[src/rtl/midi_rx_pkg.sv]
package midi_rx_pkg;

    // Controller states for the serial byte receiver
    typedef enum logic [2:0] {
        ST_WAIT_HIGH = 3'd0,
        ST_ARMED     = 3'd1,
        ST_START_MID = 3'd2,
        ST_DATA      = 3'd3,
        ST_STOP      = 3'd4
    } rx_state_t;

endpackage

[src/rtl/midi_rx_sync.sv]
module midi_rx_sync #(
    parameter int STAGES = 2
) (
    input  logic clk,
    input  logic rst,
    input  logic din,
    output logic dout
);

    logic [STAGES-1:0] chain_q;

    // Reset low so a line held low out of reset never looks like a high
    always_ff @(posedge clk) begin
        if (rst) chain_q <= '0;
        else     chain_q <= {chain_q[STAGES-2:0], din};
    end

    assign dout = chain_q[STAGES-1];

endmodule

[src/rtl/midi_rx_bit_timer.sv]
module midi_rx_bit_timer #(
    parameter int BIT_CYCLES = 384
) (
    input  logic clk,
    input  logic rst,
    input  logic clr,
    output logic half_done,
    output logic bit_done
);

    localparam int HALF = BIT_CYCLES / 2;
    localparam int CW   = $clog2(BIT_CYCLES);

    logic [CW-1:0] cnt_q;

    always_ff @(posedge clk) begin
        if (rst || clr)                         cnt_q <= '0;
        else if (cnt_q == CW'(BIT_CYCLES - 1))  cnt_q <= '0;
        else                                    cnt_q <= cnt_q + 1'b1;
    end

    assign half_done = (cnt_q == CW'(HALF - 1));
    assign bit_done  = (cnt_q == CW'(BIT_CYCLES - 1));

endmodule

[src/rtl/midi_rx_ctrl.sv]
module midi_rx_ctrl
    import midi_rx_pkg::*;
#(
    parameter int DATA_BITS = 8
) (
    input  logic clk,
    input  logic rst,
    input  logic line,
    input  logic half_done,
    input  logic bit_done,
    output logic timer_clr,
    output logic shift_en,
    output logic stop_en
);

    localparam int IW = (DATA_BITS > 1) ? $clog2(DATA_BITS) : 1;

    rx_state_t     state_q, state_d;
    logic [IW-1:0] bit_idx_q;

    // State register
    always_ff @(posedge clk) begin
        if (rst) state_q <= ST_WAIT_HIGH;
        else     state_q <= state_d;
    end

    // Data bit position within the frame
    always_ff @(posedge clk) begin
        if (rst)                        bit_idx_q <= '0;
        else if (state_q == ST_START_MID) bit_idx_q <= '0;
        else if (shift_en)              bit_idx_q <= bit_idx_q + 1'b1;
    end

    // Next-state logic
    always_comb begin
        state_d = state_q;
        unique case (state_q)
            ST_WAIT_HIGH: if (line)      state_d = ST_ARMED;
            ST_ARMED:     if (!line)     state_d = ST_START_MID;
            ST_START_MID: if (half_done) state_d = ST_DATA;
            ST_DATA:      if (bit_done && bit_idx_q == IW'(DATA_BITS - 1))
                                         state_d = ST_STOP;
            ST_STOP:      if (bit_done)  state_d = ST_WAIT_HIGH;
            default:                     state_d = ST_WAIT_HIGH;
        endcase
    end

    // Outputs
    always_comb begin
        timer_clr = (state_q != state_d);
        shift_en  = (state_q == ST_DATA) && bit_done;
        stop_en   = (state_q == ST_STOP) && bit_done;
    end

    // the half-bit count is entered only from the armed state
    assert_start_from_armed_R3: assert property (@(posedge clk) disable iff (rst)
        $rose(state_q == ST_START_MID) |-> $past(state_q) == ST_ARMED);

    // after the stop sample the detector must wait for a high line again
    assert_rearm_after_stop_R8: assert property (@(posedge clk) disable iff (rst)
        (state_q == ST_STOP && bit_done) |=> state_q == ST_WAIT_HIGH);

    // data position stays inside the byte while sampling
    assert_bit_index_range_R5: assert property (@(posedge clk) disable iff (rst)
        (state_q == ST_DATA) |-> (int'(bit_idx_q) < DATA_BITS));

endmodule

[src/rtl/midi_byte_rx.sv]
module midi_byte_rx #(
    parameter int BIT_CYCLES = 384,
    parameter int DATA_BITS  = 8
) (
    input  logic                 clk,
    input  logic                 rst,
    input  logic                 midi_in,
    output logic [DATA_BITS-1:0] byte_out,
    output logic                 byte_valid
);

    logic line_s;
    logic half_done, bit_done;
    logic timer_clr, shift_en, stop_en;
    logic [DATA_BITS-1:0] shift_q;

    midi_rx_sync #(.STAGES(2)) u_sync (
        .clk  (clk),
        .rst  (rst),
        .din  (midi_in),
        .dout (line_s)
    );

    midi_rx_bit_timer #(.BIT_CYCLES(BIT_CYCLES)) u_timer (
        .clk       (clk),
        .rst       (rst),
        .clr       (timer_clr),
        .half_done (half_done),
        .bit_done  (bit_done)
    );

    midi_rx_ctrl #(.DATA_BITS(DATA_BITS)) u_ctrl (
        .clk       (clk),
        .rst       (rst),
        .line      (line_s),
        .half_done (half_done),
        .bit_done  (bit_done),
        .timer_clr (timer_clr),
        .shift_en  (shift_en),
        .stop_en   (stop_en)
    );

    // Working register: newest bit enters at the top, so the first bit lands in bit 0
    always_ff @(posedge clk) begin
        if (rst)           shift_q <= '0;
        else if (shift_en) shift_q <= {line_s, shift_q[DATA_BITS-1:1]};
    end

    // Output holding register and strobe
    always_ff @(posedge clk) begin
        if (rst) begin
            byte_out   <= '0;
            byte_valid <= 1'b0;
        end else begin
            byte_valid <= stop_en && line_s;
            if (stop_en && line_s) byte_out <= shift_q;
        end
    end

    // strobe lasts one cycle
    assert_valid_single_R10: assert property (@(posedge clk) disable iff (rst)
        byte_valid |=> !byte_valid);

    // a strobe follows only a stop sample that was high
    assert_valid_needs_stop_R6: assert property (@(posedge clk) disable iff (rst)
        byte_valid |-> ($past(stop_en) && $past(line_s)));

    // the held byte changes only at a stop sample
    assert_hold_output_R7: assert property (@(posedge clk) disable iff (rst)
        !stop_en |=> $stable(byte_out));

endmodule

[config.mk]
export PLATFORM = sky130hd
export DESIGN_NAME = midi_byte_rx
export DESIGN_NICKNAME = d
export VERILOG_FILES = /design/src/rtl/midi_rx_pkg.sv /design/src/rtl/midi_rx_sync.sv /design/src/rtl/midi_rx_bit_timer.sv /design/src/rtl/midi_rx_ctrl.sv /design/src/rtl/midi_byte_rx.sv
export SDC_FILE = /design/constraint.sdc
export NUM_CORES = 1
export LEC_CHECK = 0
export BUFFER_PORTS_ARGS = -buffer_cell sky130_fd_sc_hd__clkbuf_2
export CAP_MARGIN = 10
export CORE_ASPECT_RATIO = 1.75
export CORE_MARGIN = 2
export CORE_UTILIZATION = 50
export CTS_BUF_LIST = sky130_fd_sc_hd__clkbuf_8
export CTS_CLUSTER_DIAMETER = 30
export CTS_CLUSTER_SIZE = 12
export DETAILED_ROUTE_END_ITERATION = 8
export PLACE_DENSITY_LB_ADDON = 0.3
export SKIP_CTS_REPAIR_TIMING = 1
export SLEW_MARGIN = 40
export SYNTH_ARGS = -nofsm -noshare
export SYNTH_HDL_FRONTEND = slang
export SYNTH_SLANG_ARGS = --single-unit
[constraint.sdc]
create_clock -name clk -period 2.85 [get_ports clk]
set_clock_uncertainty 0.05 [all_clocks]
set_input_delay 0 -clock clk [delete_from_list [all_inputs] [get_ports clk]]
set_output_delay 0 -clock clk [all_outputs]
set_load 0.01 [all_outputs]
### Word-level counts from Yosys, hierarchy flattened

Index checks and enable logic that the tools add are counted.

* add/sub/neg operators: 2
* eq/ne operators: 8
* multiplexer cells: 6
* reduce and logical (&&, ||, !) cells: 8

Operator list (count)
* $mux W3: 5
* $pmux W3 S5: 1
* $add A9 B1 Y9 const B: 1
* $eq A9 B8 Y1 const B: 1
* $eq A9 B9 Y1 const B: 1
* $eq A3 B2 Y1 const B: 2
* $eq A3 B3 Y1 const B: 2
* $logic_and A1 B1 Y1: 4
* $reduce_or A2 Y1: 2
* $add A3 B1 Y3 const B: 1
* $eq A3 B1 Y1 const B: 1
* $logic_not A3 Y1: 1
* $ne A3 B3 Y1: 1
* $logic_or A1 B1 Y1: 1

* flip-flop bits (word level): 34
* input port bits: 3
* output and inout bits: 9
* word-level logic and storage cells: 31

### Longest topological paths before layout

Gate-level depths: netlist of run 1.

* word-level depth: 7
* gate-level depth with buffers: 6
* depth with buffers taken out: 5

### By module

A second synthesis of run 1 with hierarchy kept.

* cell total of the unflattened synthesis: 155
* area total of the unflattened synthesis: 1497.7 sq um

Modules (own cells, without submodules)
* midi_byte_rx: times used 1, cells an instance 66, area each 674.4 sq um, seq. area each 340.3 sq um
* midi_rx_bit_timer: times used 1, cells an instance 43, area each 412.9 sq um, seq. area each 180.2 sq um
* midi_rx_ctrl: times used 1, cells an instance 42, area each 357.8 sq um, seq. area each 120.1 sq um
* midi_rx_sync: times used 1, cells an instance 4, area each 52.6 sq um, seq. area each 40.0 sq um

### Least setup slack after synthesis of run 1

No wires, ideal clock.

* kind: reg-to-reg
* start: reg u_timer.cnt_q[0]
* end: reg u_ctrl.bit_idx_q[2]
* setup time: 0.133 ns
* data arrival time: 1.483 ns
* data required time: 2.667 ns
* path slack: 1.183 ns
* stages on the path, launching flop included: 7
* buffers on the path: 1
* clock period less this slack: 1.667 ns
* path through: dfxtp_1 ha_1 nand4_2 nor4_4 buf_6 mux2i_1 nor3_1

* longest elaborated chain between the ends: 2

RTL lines
* from (decl): line midi_rx_bit_timer.sv:14 `logic [CW-1:0] cnt_q;`
* from (signal assigned): line midi_rx_bit_timer.sv:19 `else cnt_q <= cnt_q + 1'b1;`
* $eq A9 B9 Y1: line midi_rx_bit_timer.sv:23 `assign bit_done = (cnt_q == CW'(BIT_CYCLES - 1));`
* $logic_and A1 B1 Y1: line midi_rx_ctrl.sv:51 `shift_en = (state_q == ST_DATA) && bit_done;`
* to (signal assigned): line midi_rx_ctrl.sv:31 `else if (shift_en) bit_idx_q <= bit_idx_q + 1'b1;`
* to (decl): line midi_rx_ctrl.sv:19 `logic [IW-1:0] bit_idx_q;`

Every way passes these cells.
A chain may end at the register's enable or synchronous reset.

### Worst setup path in the final report of run 1

* start: reg u_timer.cnt_q[0]
* end: reg u_ctrl.bit_idx_q[1]

The elaborated chain is that of the path after synthesis.

==> results.md, run 1 <==
- The maximum cell stage delay along the critical path is 390 ps.
- For the pin with the worst max-slew slack, the measured transition is 577.5 ps.
- The sequential share of the synthesized area is 48.53%.
- The post-synthesis cell area is 1403 µm².
- sky130_fd_sc_hd__dfxtp_1 takes more of the synthesized area than any other cell.
- After detailed routing, the number of remaining DRC violations is 0.
- The final-report max-slew violation count came to 0.
- The final estimated routing congestion in global placement is 0.7710.
- The initial antenna violation count came to 0.
- The total setup violations reported at the end of the flow is 0.
- IR analysis of the VDD net gives a maximum drop of 0.3707 mV.
- The finished layout holds 179 standard cells, fillers aside.
- Port buffering added 11 buffers.
- The clock period minus worst slack is 1905 ps.
- The number of failing hold endpoints at the final stage came to 0.
- Global routing finished with a remaining overflow of 0.
- The clock drives 34 sinks.
- The count of nets left with antenna violations once routing finished came out at 0.
- After detailed placement, the design holds a cell count of 170.
- The share of post-route cells with drive strength above 1 is 17.76%.
- The net count after synthesis is 142.
- At the worst endpoint, the required time is 2940 ps.
- The worst setup slack before clock tree synthesis is 980.8 ps.
- The floorplan has 25 rows.
- Data arrives at the worst endpoint at 2000 ps.
- The dominant synthesized flop cell is sky130_fd_sc_hd__dfxtp_1.
- The TritonCTS buffer count is 5.
- The die outline width is 44.04 µm.
- CTS built an H-tree with a depth of 2.
- The tree is rooted in a sky130_fd_sc_hd__clkbuf_8.
- Dividing total power by cell area gives a power density of 547.9 nW/µm².
- Averaged over all synthesized cells, the footprint is 10.31 µm².
- The worst setup path is of the flop to flop kind.
- The upper clock frequency limit is 0.5249 GHz.
- The maximum fanout along the worst path is 11.
- For this run, the post-layout net count is 157.
- Across the run, the number of max-cap violations was 0.
- In this run the deepest clock path goes through 2 buffers.
- The run finished with clean final reports.
- The sum of net half-perimeters after detailed placement is 1.847 mm.
- The startpoint type of the worst setup path is a flop.
- The critical-path cell with the highest stage delay is sky130_fd_sc_hd__dfxtp_1.
- The routed design has 2.581 mm of wire.
- The number of global-route vias before repair is 1024.
- The average via count per standard cell is 5.654.
- Counting flops and latches in the post-synthesis netlist gives 34.
- The worst pin sits at a relative slew slack of 61.42%.
- The unique cell type count in the Yosys netlist is 36.
- Once the floorplan was initialized, standard cells occupied 52.14% of the core.
- 0 antenna diodes ended up in the layout.
- In the synthesized netlist the async set-or-reset flop fraction comes to 0%.
- Entering global routing, the biggest net connects 26 pins.
- The chip height is 74.07 µm.
- The final critical-path setup slack is 944.8 ps.
- The share of Yosys cell area claimed by the top area cell type is 48.53%.
- The die covers 3261 µm².
- For this block, the initial DRC count from the detailed router was 17.
- The kind of capture point of the worst setup path is a flop.
- The final worst-path cycle share is 66.85%.
- The first global-routing pass estimated 4.429 mm of wire.
- The number of flops mapped to enable cells by yosys is 0.
- After technology mapping, the gate count stands at 136.
- The relative area change from synthesis to final layout is 12.76%.
- The number of vias after detailed routing is 1012.
- The global-route usage over all layers is 18.65%.
- For this run, the detailed router's first-pass iteration total came to 4.
- The clock reaches the later pin of the worst-skew pair after 280 ps.
- In the post-synthesis netlist, the biggest area contributors are sky130_fd_sc_hd__dfxtp_1 (49%), sky130_fd_sc_hd__mux2i_1 (13%), sky130_fd_sc_hd__nor2_1 (5.9%).
- During synthesis, Yosys emitted a total of 0 warnings.
- The leakage power total is 0.0005801 µW.
- The path type of the worst min-delay path is input port to flop.
- The CTS tree is done.
- Setup repair after global routing left no endpoint under its margin.
- The boundary pin count is 12.
- Dividing the detail-routed wire length by the instance count gives 14.42 µm.
- The clock input transition at the sequential cells of the worst setup and hold paths is 70 ps.
- The core region is 2690 µm².
- The critical path goes through ha_1, nand4_2, nor4_4, buf_4, mux2i_1, nor3_1.
- The setup TNS is 0 ps.
-- through the flow --
stage          hold slack (ps)  util [%]  total power, µW  area (µm²)
6_report                 151.6     58.79            866.5        1582
4_1_cts                 -117.5     58.42            877.2        1572
3_3_place_gp             166.8     55.02            523.0        1480
2_1_floorplan            78.18         -            517.8        1403
5_1_grt                  211.5     58.79            905.5        1582
3_5_place_dp             171.0     55.02            524.0        1480
-- cell type report --
type,instances,area [µm²]
multi-input combinational,94,684.4
timing repair buffer,15,87.58
inverter,1,3.754
sequential,34,680.7
fill,240,1109
clock buffer,6,82.58
tap,27,33.78
clock inverter,2,8.758
-- cells in the final DEF, fill, tap and decap left out, types with 2 or more instances in the layout --
cell type                  synthesis  routed
sky130_fd_sc_hd__a21oi_1           2       2
sky130_fd_sc_hd__a31oi_1           2       2
sky130_fd_sc_hd__and3_1            2       2
sky130_fd_sc_hd__buf_4             1       3
sky130_fd_sc_hd__clkbuf_2          1      11
sky130_fd_sc_hd__clkbuf_8          0       6
sky130_fd_sc_hd__dfxtp_1          34      34
sky130_fd_sc_hd__ha_1              3       3
sky130_fd_sc_hd__inv_1             1       2
sky130_fd_sc_hd__mux2i_1          18      18
sky130_fd_sc_hd__nand2_1           2       2
sky130_fd_sc_hd__nand3_1           5       5
sky130_fd_sc_hd__nand4_1           3       3
sky130_fd_sc_hd__nor2_1           22      22
sky130_fd_sc_hd__nor2b_1           3       3
sky130_fd_sc_hd__nor3_1            8       8
sky130_fd_sc_hd__nor3b_1           2       2
sky130_fd_sc_hd__xnor2_1           2       2
sky130_fd_sc_hd__xor2_1            5       5
-- worst max-delay path: cells and delay by family (launching register included) --
kind / cells / cell delay, ps
muxes: 1 / 220
buffers and inverters: 1 / 260
and+or+nand+nor: 3 / 510
adders and majority gates: 1 / 320
DFF: 1 / 390
-- cells by family after synthesis --
kind of cell | after synthesis | share of synthesized area [%]
AOI/OAI and AO/OA | 10 | 5.441
xor gates and xnor gates | 7 | 4.371
adders and majority gates | 3 | 2.676
buffers and inverters | 8 | 3.121
DFF | 34 | 48.53
muxes | 18 | 12.85
and+or+nand+nor | 56 | 23.02
-- power breakdown --
group	leakage, µW	switching, µW	internal (µW)	total (µW)
combinational	0.000253	15.1	10.1	25.3
sequential	0.000275	7.54	481	489
clock	0.0000524	161	191	352
total	0.000580	184	682	867
-- synth_stat cells, types with 2 or more instances --
library cell and number:
sky130_fd_sc_hd__a21oi_1 2, sky130_fd_sc_hd__a31oi_1 2, sky130_fd_sc_hd__and3_1 2, sky130_fd_sc_hd__clkbuf_1 3, sky130_fd_sc_hd__dfxtp_1 34, sky130_fd_sc_hd__ha_1 3, sky130_fd_sc_hd__mux2i_1 18, sky130_fd_sc_hd__nand2_1 2
sky130_fd_sc_hd__nand3_1 5, sky130_fd_sc_hd__nand4_1 3, sky130_fd_sc_hd__nor2_1 22, sky130_fd_sc_hd__nor2b_1 3, sky130_fd_sc_hd__nor3_1 8, sky130_fd_sc_hd__nor3b_1 2, sky130_fd_sc_hd__xnor2_1 2, sky130_fd_sc_hd__xor2_1 5
-- path summary, 6_finish.rpt --
path | slack, ps | startpoint | cells past startpoint | to
worst max-delay path | 940 | u_timer.cnt_q[0] | 6 | u_ctrl.bit_idx_q[1]
worst min-delay path | 150 | rst | 2 | byte_out[7]
worst max register to register | 940 | u_timer.cnt_q[0] | 6 | u_ctrl.bit_idx_q[1]
worst min register to register | 390 | u_sync.chain_q[0] | 1 | u_sync.chain_q[1]
-- layer usage --
layer | global-route usage (%) | part of all wire, %
met3 | 4.612 | 3.0
met2 | 33.99 | 57
met4 | 11.45 | 3.1
met1 | 18.11 | 37
met5 | 0 | 0
-- registers in the layout, indices dropped and copies added, names as in the netlist --
signal,flops
u_timer.cnt_q,9
u_sync.chain_q,2
byte_out,8
byte_valid,1
u_ctrl.bit_idx_q,3
shift_q,8
u_ctrl.state_q,3
(Power assumes the default switching activity.)
==> run 2, diff against run 1 <==
Clock period 2.85 ns to 1.8 ns, I/O delays scaled along.
==> run 2 against run 1 <==
Effect of this change:
- non-clock buffer count increased by 5
- critical path type unchanged
- combinational power is 74% higher
- die area stayed put
- register-to-register slack got worse by 870 ps
- design area rose by 4.6%
- maximum frequency grew 10%
- highest routed layer unchanged
- power is 61% higher
- sequential power up 59%
- worst setup slack worse by 870 ps
- utilization up 2.7 points
- final cell count grew 2.8%
==> results.md, run 2 (synthesized netlist as in run 1, its figures left out) <==
- For this design the ratio of total power to cell area is 841.1 nW/µm².
- The final-report max-slew violation count is 0.
- The initial antenna violation count is 0.
- The CTS tree is done.
- The layer flagged by global routing as most heavily used is met2.
- The congestion estimate from routability-driven global placement came to 0.8516.
- For the worst setup path, the data required time is 1910 ps.
- The total area inside the core boundary comes to 2690 µm².
- In the final layout, the share of cells above drive strength 1 is 22.29%.
- Max-cap violations in this run came to 0.
- The library cell used most frequently in the layout, excluding fill and tap cells, is sky130_fd_sc_hd__dfxtp_1.
- Of all nets on the critical path, the largest fanout is 5.
- In this run, CTS created clock tree buffers numbering 5.
- The met3 capacity usage during global routing is 6.796%.
- The slowest stage of the critical path belongs to the cell sky130_fd_sc_hd__dfxtp_1.
- In the global route stage, overall resource usage came out at 19.66%.
- The hold slack is 161.7 ps.
- The register with the most flip-flops in the layout has 9 of them.
- More flip-flops sit in one register than any other, and that register is u_timer.cnt_q.
- The total number of nets in the final design is 162.
- The tree is rooted in a sky130_fd_sc_hd__clkbuf_8.
- In this run the count of I/O pins placed on the die edge is 12.
- The die outline width is 44.04 µm.
- The met2 usage in global routing is 33.33%.
- Relative to the synthesized area, the layout overhead comes to 17.93%.
- The run finished with clean final reports.
- The upper clock frequency limit is 0.5796 GHz.
- The setup TNS is 0 ps.
- The total placed instance area is 1523 µm².
- At the worst endpoint, the arrival time is 1830 ps.
- The sum of net half-perimeters after detailed placement is 1.990 mm.
- The worst-case clock buffer depth is 2.
- The leakage power total is 0.0006139 µW.
- The number of global-route vias before repair is 1021.
- The worst register-to-register path has a setup slack of 70 ps.
- The number of I/O port buffers is 11.
- The finished cells cover 1654 µm².
- The die outline area is 3261 µm².
- The number of non-filler instances in the completed layout is 184.
- The net switching power of the design is 307.3 µW.
- The worst setup path is launched from a flop.
- After the first detailed-routing iteration, the DRC count stood at 22.
- In the final layout, the registers with the most flip-flops are u_timer.cnt_q: 9 flops, byte_out: 8 flops, shift_q: 8 flops.
- CTS saw 34 sinks.
- The share of total power dissipated in combinational logic is 3.2%.
- The floorplan step set the die height to 74.07 µm.
- The number of iterations in the first detailed-routing pass is 5.
- The number of failing hold endpoints at the final stage is 0.
- Headroom to the max-slew limit came out at 67.88%.
- The worst register-to-register path begins at u_timer.cnt_q[1].
- The sequential share of power is 55.8%.
- STA classifies the critical path endpoint as a flop.
- The critical path startpoint is u_timer.cnt_q[1].
- The first global-routing pass estimated 4.588 mm of wire.
- In this run the most critical hold path is launched from rst.
- At the pin with the least slew margin, the transition time is 481.8 ps.
- In this run switching power makes up 22.09% of total power.
- The endpoint identified for the worst register-to-register timing path is byte_out[4].
- The final layout contains routed wiring with a total length of 2.864 mm.
- The path class of the tightest hold or removal check is input port to flop.
- The residual overflow from global routing is 0.
- The maximum cell stage delay along the critical path is 400 ps.
- The maximum number of pins on one net before global-route repair is 26.
- The critical path ends at byte_out[4].
- The total power is 1391 µW.
- The clock input transition at the sequential cells of the worst setup and hold paths is 70 ps.
- By startpoint and endpoint, the worst setup path is classified as flop to flop.
- The routed design could run at a clock period as short as 1725 ps.
- The depth of the worst register-to-register path is 6.
- The final worst-path cycle share is 95.84%.
- The internal power is 1084 µW.
- The later-pin clock latency in the skew report is 290 ps.
- In the global route stage, met1 resource usage came out at 20.64%.
- The top cell types in the final layout, fill and taps aside, are sky130_fd_sc_hd__dfxtp_1 (32), sky130_fd_sc_hd__nor2_1 (22), sky130_fd_sc_hd__mux2i_1 (18).
- The highest ir drop seen on vdd is 0.7409 mV.
- The CTS H-tree depth is 2.
- Once detail routing completed, the nets flagged for antenna violations numbered 0.
- In the routed design, unresolved DRC markers number 0.
- The part of the power in the clock network is 41.1%.
- The initial utilization of the core area, before any placement, comes to 52.14%.
- The total setup violations reported at the end of the flow is 0.
- The number of antenna repair diodes is 0.
- Walking the worst path, the cells encountered are ha_2, nand4_4, nor4_4, buf_4, mux2i_1, nor2_1.
- In the final routed layout, each cell accounts on average for 15.57 µm.
- The number of placed instances, taps included is 174.
- Using the TritonRoute via totals, the vias-per-cell ratio works out to 5.717.
- Across all layers, the routed design uses 1052 vias.
- The floorplan has 25 rows.
run 2: cell type report:
type / count / area (µm²)
clock buffers: 6 / 82.58
clock inverters: 2 / 8.758
fillers: 229 / 1036
inverters: 1 / 3.754
multi-input cells: 94 / 704.4
flip-flops and latches: 34 / 683.2
well taps: 27 / 33.78
repair buffers: 20 / 137.6
run 2: metal layers:
| layer | part of all wire [%] | wire length (µm) |
|---|---|---|
| met5 | 0 | 0 |
| met4 | 3.0 | 85 |
| met3 | 3.4 | 97 |
| met2 | 56 | 1606 |
| met1 | 37 | 1073 |
run 2: power by group through the flow:
| stage | Combinational (µW) | Clock (µW) | Sequential (µW) |
|---|---|---|---|
| 6_report | 44.0 | 572 | 776 |
| 5_1_grt | 48.1 | 624 | 777 |
| 4_1_cts | 40.8 | 587 | 773 |
| 3_5_place_dp | 40.7 | 0 | 791 |
| 3_3_place_gp | 40.0 | 0 | 790 |
| 2_1_floorplan | 34.0 | 0 | 786 |
run 2: how the worst min path moves through the flow:
stage	end	depth (start not counted)
after CTS	u_sync.chain_q[0]	2
after global placement	u_sync.chain_q[0]	2
final	shift_q[5]	2
after global routing	byte_out[5]	2
after floorplan	u_sync.chain_q[0]	1
after detailed placement	u_sync.chain_q[0]	2
run 2: per-stage QoR:
step | setup WS, ps | util [%]
global route | -31.12 | 61.49
global placement | 99.47 | 56.60
finish | 74.80 | 61.49
CTS | -16.17 | 60.00
detailed placement | 30.21 | 56.60
floorplan | 133.2 | -
run 2: worst max-delay path, delay by kind of cell (launching register included):
| family | cells | cell delay (ps) |
|---|---|---|
| and+or+nand+nor | 3 | 450 |
| buffers and inverters | 1 | 210 |
| DFF | 1 | 400 |
| adders and majority gates | 1 | 270 |
| muxes | 1 | 200 |
==> run 3, diff against run 2 <==
Settings changed: BUFFER_PORTS_ARGS -buffer_cell sky130_fd_sc_hd__clkbuf_2 to -buffer_cell sky130_fd_sc_hd__buf_2.
==> run 3 against run 2 <==
Effect of this change:
- final cell count is the same
- wire length shrank 9.6%
- critical path depth is the same
- non-clock buffer count is the same
- largest power group unchanged
- highest routed layer unchanged
==> results.md, run 3 (synthesized netlist as in run 1, its figures left out) <==
- Detailed placement finished with a half-perimeter wire length of 1.811 mm.
- The kind of capture point of the worst setup path is a flop.
- The total setup violations reported at the end of the flow is 0.
- Dividing total power by cell area gives a power density of 881.3 nW/µm².
- TritonCTS built the clock tree.
- For this block, the via count after detailed routing is 1027.
- The register name with the most flops is u_timer.cnt_q.
- The initial utilization of the core area, before any placement, comes to 52.14%.
- At the pin with the least slew margin, the transition time is 452.1 ps.
- The count of clock tree sinks is 34.
- The depth of the worst register-to-register path is 6.
- The highest ir drop seen on vdd is 0.7332 mV.
- Once placement finished, the instance area stood at 1523 µm².
- The maximum fanout along the worst path is 5.
- The number of global-route vias before repair is 1042.
- The total overflow left after global routing is 0.
- The mean routed wirelength per cell is 14.07 µm.
- The floorplan step set the die width to 44.04 µm.
- The boundary pin count is 12.
- In the finished design, the share of the clock period the worst path needs comes to 94.64%.
- The initial antenna violation count is 0.
- The final estimated routing congestion in global placement is 0.8352.
- The count of unresolved DRC violations after routing is 0.
- The number of failing hold endpoints at the final stage is 0.
- The TritonCTS buffer count is 5.
- The largest registers in the layout are u_timer.cnt_q: 9 flops, byte_out: 8 flops, shift_q: 8 flops.
- The initial DRC count is 18.
- The first global-routing pass estimated 4.340 mm of wire.
- The leading cell type in the layout, fill and taps excluded is sky130_fd_sc_hd__dfxtp_1.
- In the final timing run, aggregate negative setup slack is 0 ps.
- Measured against its own limit, the worst slew margin works out to 69.86%.
- The smallest clock period supported by the final layout is computed as 1703 ps.
- The analysis attributes to cell leakage a power of 0.0006267 µW.
- The hold slack is 78.35 ps.
- The critical path data required time is 1910 ps.
- The total length of routed wires is 2.588 mm.
- The completed layout was analyzed and its total power is 1470 µW.
- The global-route usage over all layers is 18.07%.
- The number of iterations in the first detailed-routing pass is 4.
- The core outline area is 2690 µm².
- The max capacitance violation total is 0.
- The H-tree was split into 2 levels.
- Setup repair after global routing left no endpoint under its margin.
- The number of cells on the worst hold path is 2.
- The final-report max-slew violation count is 0.
- The upper clock frequency limit is 0.5870 GHz.
- The count of antenna-violating nets left after detailed routing is 0.
- The master cell of the clock root buffer is sky130_fd_sc_hd__clkbuf_8.
- In the layout the commonest cells are sky130_fd_sc_hd__dfxtp_1 (34), sky130_fd_sc_hd__nor2_1 (22), sky130_fd_sc_hd__mux2i_1 (18).
- For this run, the post-layout net count is 162.
- The worst-case clock buffer depth is 2.
- The data arrival time of the critical path is 1810 ps.
- The number of I/O port buffers is 11.
- After filler insertion, the fill cell instance count of the layout stands at 217.
- For the worst-skew pair, the clock arrives at the later sink with an insertion delay of 290 ps.
- The number of antenna repair diodes is 0.
- After detailed routing, the number of vias per cell comes to 5.582.
- Entering global routing, the biggest net connects 26 pins.
- The floorplan row count is 25.
- The worst hold path belongs to the class input port to flop.
- From synthesis to final layout, the design area changed by 18.91%.
- The die covers 3261 µm².
- The post-route netlist has 21.66% of its cells at a drive strength greater than 1.
- The kind of critical path is flop to flop.
- The area of all placed cells without fillers is 1668 µm².
- STA classifies the critical path startpoint as a flop.
- The register with the most flip-flops in the layout has 9 of them.
- Clock-pin slew was measured on the worst setup and hold paths at 70 ps.
- The flow ran to the end, and the final reports show no timing, DRC or antenna violations.
- The floorplan step set the die height to 74.07 µm.
## run 3: cell types whose count changed in the layout (fill, tap and decap cells not counted), sizes merged
cell / delta
clkbuf: -9
buf: +11
inv: -1
clkinv: -1
## run 3: critical path, stage by stage, from the launching register on
cell	delay, ps
sky130_fd_sc_hd__dfxtp_1	400
sky130_fd_sc_hd__ha_2	250
sky130_fd_sc_hd__nand4_4	130
sky130_fd_sc_hd__nor4_4	260
sky130_fd_sc_hd__buf_2	220
sky130_fd_sc_hd__mux2i_1	210
sky130_fd_sc_hd__nor2_1	50
## run 3: through the flow
stage          instances  worst slack [ps]  util (%)
3_5_place_dp         174             78.29     56.60
2_1_floorplan        136             133.2         -
3_3_place_gp         174             129.6     56.60
5_1_grt              184             3.727     62.00
4_1_cts              182             57.23     60.70
6_report             184             96.55     62.00
## run 3: layout make-up
cell class	count	area [µm²]	share of cell area [%]
flip-flops and latches	34	680.7	40.81
multi-input cells	94	704.4	42.24
well taps	27	33.78	2.026
repair buffers	20	135.1	8.102
clock buffers	8	110.1	6.602
inverters	1	3.754	0.2251
## run 3: path summary, 6_finish.rpt
path,startpoint,slack (ps),to
hold / removal,rst,80,shift_q[7]
setup / recovery,u_timer.cnt_q[0],100,byte_out[1]
hold reg to reg,u_sync.chain_q[0],410,u_sync.chain_q[1]
setup reg to reg,u_timer.cnt_q[0],100,byte_out[1]
## run 3: power by group
part | internal [µW] | switching (µW)
clock | 386 | 268
sequential | 762 | 12.0
combinational | 18.4 | 24.1
total | 1170 | 304
## run 3: per-layer routing
layer | GRT usage (%) | part of all wire, % | vias up
met3 | 5.097 | 2.2 | 5
met2 | 32.52 | 56 | 13
met1 | 17.86 | 40 | 493
met4 | 10.44 | 2.3 | 0
met5 | 0 | 0 | -
li1 | - | - | 516
